File: config.mk
export PLATFORM = sky130hd
export DESIGN_NAME = prt_timer
export DESIGN_NICKNAME = d
export VERILOG_FILES = /design/src/rtl/prt_pkg.sv /design/src/rtl/prt_presc.sv /design/src/rtl/prt_count.sv /design/src/rtl/prt_regs.sv /design/src/rtl/prt_timer.sv
export SDC_FILE = /design/constraint.sdc
export NUM_CORES = 1
export LEC_CHECK = 0
export ABC_AREA = 1
export ABC_CLOCK_PERIOD_IN_PS = 3240
export CORE_ASPECT_RATIO = 1.1
export CORE_MARGIN = 1.5
export CORE_UTILIZATION = 40
export CTS_BUF_LIST = sky130_fd_sc_hd__clkbuf_4 sky130_fd_sc_hd__clkbuf_8
export CTS_CLUSTER_DIAMETER = 40
export DETAILED_ROUTE_END_ITERATION = 16
export SETUP_SLACK_MARGIN = 0.02
export SLEW_MARGIN = 25
export SYNTH_ARGS = -nofsm -noshare
export SYNTH_HDL_FRONTEND = slang
export SYNTH_SLANG_ARGS = --single-unit
File: constraint.sdc
create_clock -name clk -period 3.24 [get_ports clk]
set_input_delay 0.648 -clock clk [delete_from_list [all_inputs] [get_ports clk]]
set_output_delay 0.648 -clock clk [all_outputs]
set_load 0.02 [all_outputs]
File: src/rtl/prt_pkg.sv
package prt_pkg;
   localparam int BUS_W  = 16;
   localparam int ADDR_W = 5;

   // byte offsets decoded by the register file
   localparam logic [ADDR_W-1:0] OFS_MODE = 5'h00;
   localparam logic [ADDR_W-1:0] OFS_REF  = 5'h04;
   localparam logic [ADDR_W-1:0] OFS_CAP  = 5'h08;
   localparam logic [ADDR_W-1:0] OFS_CNT  = 5'h0C;
   localparam logic [ADDR_W-1:0] OFS_EVT  = 5'h11;

   // mode word field positions
   localparam int MB_EN      = 0;
   localparam int MB_SRC_LO  = 1;
   localparam int MB_RESTART = 3;
   localparam int MB_IRQEN   = 4;
   localparam int MB_PS_LO   = 8;

   // event bits
   localparam int EV_W   = 2;
   localparam int EV_CAP = 0;
   localparam int EV_REF = 1;

   typedef enum logic [1:0] {
      SRC_STOP0 = 2'd0,
      SRC_SYS   = 2'd1,
      SRC_SYS16 = 2'd2,
      SRC_STOP3 = 2'd3
   } src_e;
endpackage

File: src/rtl/prt_presc.sv
module prt_presc #(
   parameter int PS_W      = 8,
   parameter int EXT_SHIFT = 4
) (
   input  logic            clk,
   input  logic            rst_n,
   input  logic            run,
   input  logic            restart,
   input  logic [PS_W-1:0] ps,
   input  logic            ext,
   output logic            tick
);
   localparam int PC_W = PS_W + EXT_SHIFT;

   if (PS_W < 1 || PS_W > 8) begin : g_bad_ps
      $error("prt_presc: PS_W must lie in 1..8");
   end
   if (EXT_SHIFT < 0 || EXT_SHIFT > 8) begin : g_bad_shift
      $error("prt_presc: EXT_SHIFT must lie in 0..8");
   end

   logic [PC_W-1:0] pcnt;
   logic [PC_W-1:0] last;
   logic [PC_W:0]   base;
   logic [PC_W:0]   span;

   assign base = {{(EXT_SHIFT + 1){1'b0}}, ps} + {{PC_W{1'b0}}, 1'b1};

   if (EXT_SHIFT == 0) begin : g_plain
      assign span = base;
   end else begin : g_ext
      assign span = ext ? (base << EXT_SHIFT) : base;
   end

   assign last = PC_W'(span - {{PC_W{1'b0}}, 1'b1});
   assign tick = run && !restart && (pcnt == last);

   always_ff @(posedge clk or negedge rst_n) begin
      if (!rst_n)                               pcnt <= '0;
      else if (restart || !run || pcnt == last) pcnt <= '0;
      else                                      pcnt <= pcnt + 1'b1;
   end

   assert_idle_R5: assert property (@(posedge clk) disable iff (!rst_n)
      !run |=> (pcnt == '0));
   assert_bound_R3: assert property (@(posedge clk) disable iff (!rst_n)
      (run && !restart) |-> (pcnt <= last));
   assert_restart_R10: assert property (@(posedge clk) disable iff (!rst_n)
      restart |=> (pcnt == '0));
endmodule

File: src/rtl/prt_count.sv
module prt_count #(
   parameter int CNT_W = 16
) (
   input  logic             clk,
   input  logic             rst_n,
   input  logic             tick,
   input  logic             restart,
   input  logic             load,
   input  logic [CNT_W-1:0] load_val,
   input  logic [CNT_W-1:0] ref_val,
   output logic [CNT_W-1:0] cnt,
   output logic             hit
);
   if (CNT_W < 2 || CNT_W > 16) begin : g_bad_w
      $error("prt_count: CNT_W must lie in 2..16");
   end

   assign hit = tick && !load && (cnt == ref_val);

   always_ff @(posedge clk or negedge rst_n) begin
      if (!rst_n)       cnt <= '0;
      else if (restart) cnt <= '0;
      else if (load)    cnt <= load_val;
      else if (tick)    cnt <= hit ? '0 : cnt + 1'b1;
   end

   assert_restart_R10: assert property (@(posedge clk) disable iff (!rst_n)
      restart |=> (cnt == '0));
   assert_hold_R5: assert property (@(posedge clk) disable iff (!rst_n)
      (!tick && !restart && !load) |=> $stable(cnt));
   assert_load_R11: assert property (@(posedge clk) disable iff (!rst_n)
      (load && !restart) |=> (cnt == $past(load_val)));
endmodule

File: src/rtl/prt_regs.sv
module prt_regs
   import prt_pkg::*;
#(
   parameter int CNT_W = 16,
   parameter int PS_W  = 8
) (
   input  logic              clk,
   input  logic              rst_n,
   input  logic              wr,
   input  logic [ADDR_W-1:0] addr,
   input  logic [BUS_W-1:0]  wdata,
   input  logic [CNT_W-1:0]  cnt,
   input  logic              hit,
   output logic [BUS_W-1:0]  rdata,
   output logic [CNT_W-1:0]  ref_val,
   output logic              run,
   output logic [PS_W-1:0]   ps,
   output logic              ext,
   output logic              cfg_wr,
   output logic              cnt_ld,
   output logic              irq
);
   if (MB_PS_LO + PS_W > BUS_W) begin : g_bad_ps
      $error("prt_regs: prescale field exceeds the mode word");
   end

   logic [BUS_W-1:0] mode_q;
   logic [CNT_W-1:0] ref_q;
   logic [CNT_W-1:0] cap_q;
   logic [EV_W-1:0]  ev_q;
   logic             mode_wr, ref_wr, cap_wr, ev_wr, shut;
   src_e             src;

   assign mode_wr = wr && (addr == OFS_MODE);
   assign ref_wr  = wr && (addr == OFS_REF);
   assign cap_wr  = wr && (addr == OFS_CAP);
   assign ev_wr   = wr && (addr == OFS_EVT);
   assign cnt_ld  = wr && (addr == OFS_CNT);
   assign cfg_wr  = mode_wr || ref_wr;
   assign shut    = mode_wr && mode_q[MB_EN] && !wdata[MB_EN];

   always_ff @(posedge clk or negedge rst_n) begin
      if (!rst_n) begin
         mode_q <= '0;
         ref_q  <= '0;
         cap_q  <= '0;
      end else begin
         if (shut) begin
            mode_q <= '0;
            ref_q  <= '0;
         end else begin
            if (mode_wr) mode_q <= wdata;
            if (ref_wr)  ref_q  <= wdata[CNT_W-1:0];
         end
         if (cap_wr) cap_q <= wdata[CNT_W-1:0];
      end
   end

   // one flag per event bit: a hardware set outranks a software clear
   for (genvar b = 0; b < EV_W; b++) begin : g_ev
      localparam bit IS_REF = (b == EV_REF);
      logic flag_q;
      always_ff @(posedge clk or negedge rst_n) begin
         if (!rst_n)                  flag_q <= 1'b0;
         else if (IS_REF && hit)      flag_q <= 1'b1;
         else if (ev_wr && wdata[b])  flag_q <= 1'b0;
      end
      assign ev_q[b] = flag_q;
   end

   assign src     = src_e'(mode_q[MB_SRC_LO +: 2]);
   assign run     = mode_q[MB_EN] && mode_q[MB_RESTART] &&
                    (src == SRC_SYS || src == SRC_SYS16);
   assign ext     = (src == SRC_SYS16);
   assign ps      = mode_q[MB_PS_LO +: PS_W];
   assign ref_val = ref_q;
   assign irq     = mode_q[MB_IRQEN] && ev_q[EV_REF];

   always_comb begin
      case (addr)
         OFS_MODE: rdata = mode_q;
         OFS_REF:  rdata = BUS_W'(ref_q);
         OFS_CAP:  rdata = BUS_W'(cap_q);
         OFS_CNT:  rdata = BUS_W'(cnt);
         OFS_EVT:  rdata = BUS_W'(ev_q);
         default:  rdata = '0;
      endcase
   end

   assert_shut_R9: assert property (@(posedge clk) disable iff (!rst_n)
      shut |=> (mode_q == '0 && ref_q == '0));
   assert_w1c_R8: assert property (@(posedge clk) disable iff (!rst_n)
      (ev_wr && wdata[EV_REF] && !hit) |=> !ev_q[EV_REF]);
   assert_set_R6: assert property (@(posedge clk) disable iff (!rst_n)
      hit |=> ev_q[EV_REF]);
   assert_capquiet_R2: assert property (@(posedge clk) disable iff (!rst_n)
      !cap_wr |=> $stable(cap_q));
endmodule

File: src/rtl/prt_timer.sv
module prt_timer
   import prt_pkg::*;
#(
   parameter int CNT_W     = 16,
   parameter int PS_W      = 8,
   parameter int EXT_SHIFT = 4
) (
   input  logic              clk,
   input  logic              rst_n,
   input  logic              bus_wr,
   input  logic [ADDR_W-1:0] bus_addr,
   input  logic [BUS_W-1:0]  bus_wdata,
   output logic [BUS_W-1:0]  bus_rdata,
   output logic              irq
);
   logic [CNT_W-1:0] cnt, ref_val;
   logic [PS_W-1:0]  ps;
   logic             hit, run, ext, cfg_wr, cnt_ld, tick;

   prt_regs #(.CNT_W(CNT_W), .PS_W(PS_W)) u_regs (
      .clk(clk), .rst_n(rst_n), .wr(bus_wr), .addr(bus_addr),
      .wdata(bus_wdata), .cnt(cnt), .hit(hit), .rdata(bus_rdata),
      .ref_val(ref_val), .run(run), .ps(ps), .ext(ext),
      .cfg_wr(cfg_wr), .cnt_ld(cnt_ld), .irq(irq)
   );

   prt_presc #(.PS_W(PS_W), .EXT_SHIFT(EXT_SHIFT)) u_presc (
      .clk(clk), .rst_n(rst_n), .run(run), .restart(cfg_wr),
      .ps(ps), .ext(ext), .tick(tick)
   );

   prt_count #(.CNT_W(CNT_W)) u_count (
      .clk(clk), .rst_n(rst_n), .tick(tick), .restart(cfg_wr),
      .load(cnt_ld), .load_val(bus_wdata[CNT_W-1:0]),
      .ref_val(ref_val), .cnt(cnt), .hit(hit)
   );

   assert_irqfall_R7: assert property (@(posedge clk) disable iff (!rst_n)
      (irq && !bus_wr) |=> irq);
endmodule

==> results.json <==
{
  "status": "finished, final reports clean",
  "cap_violations": 0,
  "sequentialPowerShare": 0.416,
  "grt_pass1_wl_um": 23900,
  "syn_inst": 736,
  "drt_iter0_markers": 319,
  "area_growth_pct": 17.0,
  "skew_ns": 0.0172,
  "finalMaxSlewViolations": 0,
  "syn_area_mm2": 0.00522,
  "dp_hpwl_um": 10400,
  "port_buffers": 40,
  "cp-start-kind": "input port",
  "p_total_uw": 3120,
  "tritoncts": "built",
  "holdBufCountCts": 0,
  "ir_drop_mv": 0.323,
  "h-tree-depth": 3,
  "end_kind": "output port",
  "rsz0062_at_grt": "false",
  "synth_warnings": 0,
  "internal-power_uw": 2000,
  "clock-sinks": 77,
  "cp_data_arrival_time_ns": 2.53,
  "synthTopCellsByArea": "dfrtp_1 37%, nand2_1 18%, nor2_1 4.9%",
  "clk_latency_ns": 0.37,
  "antenna_found_initial": 0,
  "wl_per_cell_um": 15.1,
  "async_flop_share": 1.00,
  "path_delay_family": "buffers and inverters",
  "grt_max_degree": 78,
  "p_comb_frac": 0.306,
  "path_clk_slew_ns": 0.07,
  "pin_count": 41,
  "drc": 0,
  "rows": 43,
  "timing.fmax_ghz": 0.315,
  "yosysTopAreaCell": "dfrtp_1",
  "cpMaxStageDelayCell": "or3_4",
  "grt.total_usage": 0.223,
  "cpMostUsedCell": "o21ai_0",
  "synth_top_cell_area_share": 0.369,
  "clkPwrFrac": 0.279,
  "path_max_fanout": 4,
  "leakage_uw": 0.00307,
  "whs_ns": 0.319,
  "power.density_mw_per_mm2": 511,
  "yosys_register_bits": 77,
  "synth_seq_area_share": 0.369,
  "finalHoldViolations": 0,
  "fillers": 1308,
  "n_antenna_cell": 0,
  "place.gp.congestion": 0.838,
  "crit_type": "input port to output port",
  "synth_area_per_cell_um2": 7.09,
  "grt_pass1_vias": 4813,
  "switching_share": 0.361,
  "die_area_mm2": 0.0137,
  "die_width_um": 112,
  "crit_buf_inv": 4,
  "synth_most_common_cell": "nand2_1",
  "finalNetCount": 811,
  "finalCritPeriodShare": 0.980,
  "hp-class": "input port to async pin",
  "drt.antenna.violating_nets": 0,
  "finalCriticalPeriod_ns": 3.18,
  "cts-root-buf": "clkbuf_8",
  "worst_slack_ns": 0.0635,
  "synth_cell_types": 41,
  "post_drt_via_cell_ratio": 5.03,
  "fin_cells": 944,
  "core_mm2": 0.0127,
  "numCtsBuffers": 9,
  "dp_cells": 927,
  "crit_chain": "clkdlybuf4s50_1 -> or3_4 -> nor3_2 -> buf_4 -> inv_2 -> o21ai_0 -> a21oi_1 -> o21ai_0 -> clkdlybuf4s15_1",
  "slowest_delay_ns": 0.44,
  "synth_edf_count": 0,
  "switchingPower_uw": 1130,
  "dr.pass1.iters": 5,
  "vias": 4752,
  "setup_viol": 0,
  "fp.dieH_um": 123,
  "drive_gt1_frac": 0.149,
  "start_util": 0.411,
  "post-place-ws_ns": -0.235,
  "slew_headroom": 0.498,
  "tightest_slew_ns": 0.752,
  "synth_ff_type": "dfrtp_1",
  "clock_path_buffers": 2,
  "synth_nets": 765,
  "postRouteWirelength_um": 14200,
  "worstPathRequired_ns": 2.59,
  "overflow": 0,
  "synthTopCellsByCount": "254 x nand2_1, 77 x dfrtp_1, 68 x nor2_1"
}
## through the flow
stage,utilization,setup TNS [ns],area (um^2)
3_3_place_gp,0.464,-2.46,5890
5_1_grt,0.481,0,6110
3_5_place_dp,0.464,-2.95,5890
2_1_floorplan,-,0,5220
4_1_cts,0.480,0,6100
6_report,0.481,0,6110
## cells by family (layout without fill, tap and decap cells)
logic type               Yosys count  count (layout)  synth area share
AO/OA/AOI/OAI                     73              73            0.0832
adder cells (fa/ha/maj)            5               5            0.0120
XOR/XNOR                          31              31            0.0520
buffers and inverters            108             159            0.0812
AND/OR/NAND/NOR                  427             427             0.370
flip-flops                        77              77             0.369
multiplexers                      15              15            0.0324
## timing repair
action	CTS	global route
hold endpoints to repair	0	0
resized for setup	16	19
setup endpoints to repair	16	12
buffers inserted	0	1
## state kept, by name, indices dropped and copies added, names as in the netlist
signal,cells
u_regs.g_ev.flag_q,1
u_count.cnt,16
u_presc.pcnt,12
u_regs.mode_q,16
u_regs.cap_q,16
u_regs.ref_val,16
## placed cells by master, fill, tap and decap left out, drive strengths merged, types with 3 or more instances in the layout
cell type      instances
dfrtp                 77
or2                    3
clkdlybuf4s15          3
xor2                  20
buf                   22
o2111ai                7
nand4                 12
a221oi                 8
nor3b                  4
o21ai                 50
xnor2                 11
nor3                  12
mux2                  15
inv                   79
a21oi                  4
ha                     5
nand2                262
clkinv                 3
clkbuf                18
clkdlybuf4s50         23
dlygate4sd2            7
nand3                 45
nor2                  85
## metal layers
| metal | share of wire | up-vias | track usage | routed length [um] |
|---|---|---|---|---|
| met1 | 0.45 | 2215 | 0.281 | 6430 |
| met5 | 0 | - | 0 | 0 |
| met4 | 0.014 | 0 | 0.0767 | 198 |
| met2 | 0.50 | 83 | 0.391 | 7070 |
| met3 | 0.037 | 14 | 0.0400 | 525 |
| li1 | - | 2440 | - | - |
## worst register-to-register path: stages, from the launching register on
cell	delay, ns
dfrtp_1	0.44
ha_1	0.30
nor2_1	0.25
inv_1	0.07
ha_1	0.21
nand2_1	0.12
clkinv_1	0.09
nand2_2	0.08
inv_2	0.05
nand3_1	0.11
nand2_1	0.06
nand2_1	0.07
inv_2	0.03
nor2_1	0.09
nand2_1	0.08
nor2_4	0.15
nand3_2	0.08
nand2_2	0.11
nand2_4	0.17
nor2_1	0.16
nand2_1	0.07
nand2_1	0.05
## power by group through the flow
stage	clock [uW]	sequential (uW)	combinational (uW)
detailed placement	0	1310	964
global placement	0	1310	945
global route	939	1320	1090
floorplan	0	1250	740
CTS	903	1300	963
finish	871	1300	956
## worst paths after layout
check / startpoint / end / slack [ns] / depth (start not counted)
max reg2reg: u_regs.mode_q[2] / u_count.cnt[3] / 0.33 / 21
max in group asynchronous: rst_n / u_regs.cap_q[15] / 2.42 / 1
min: rst_n / u_regs.g_ev[1].flag_q / 0.32 / 1
min in group clk: u_count.cnt[15] / u_count.cnt[15] / 0.49 / 2
max: bus_addr[4] / bus_rdata[0] / 0.06 / 9
min reg2reg: u_count.cnt[15] / u_count.cnt[15] / 0.49 / 2
## final cells by class
cell class,count,area [um^2],share of cell area
Clock inverter,3,67.6,0.0111
Tap cell,157,196,0.0322
Timing Repair Buffer,61,574,0.0940
Inverter,82,308,0.0504
Sequential cell,77,1930,0.315
Clock buffer,13,166,0.0272
Multi-Input combinational cell,551,2870,0.470
Note: power is estimated with default switching activity, not from simulation.
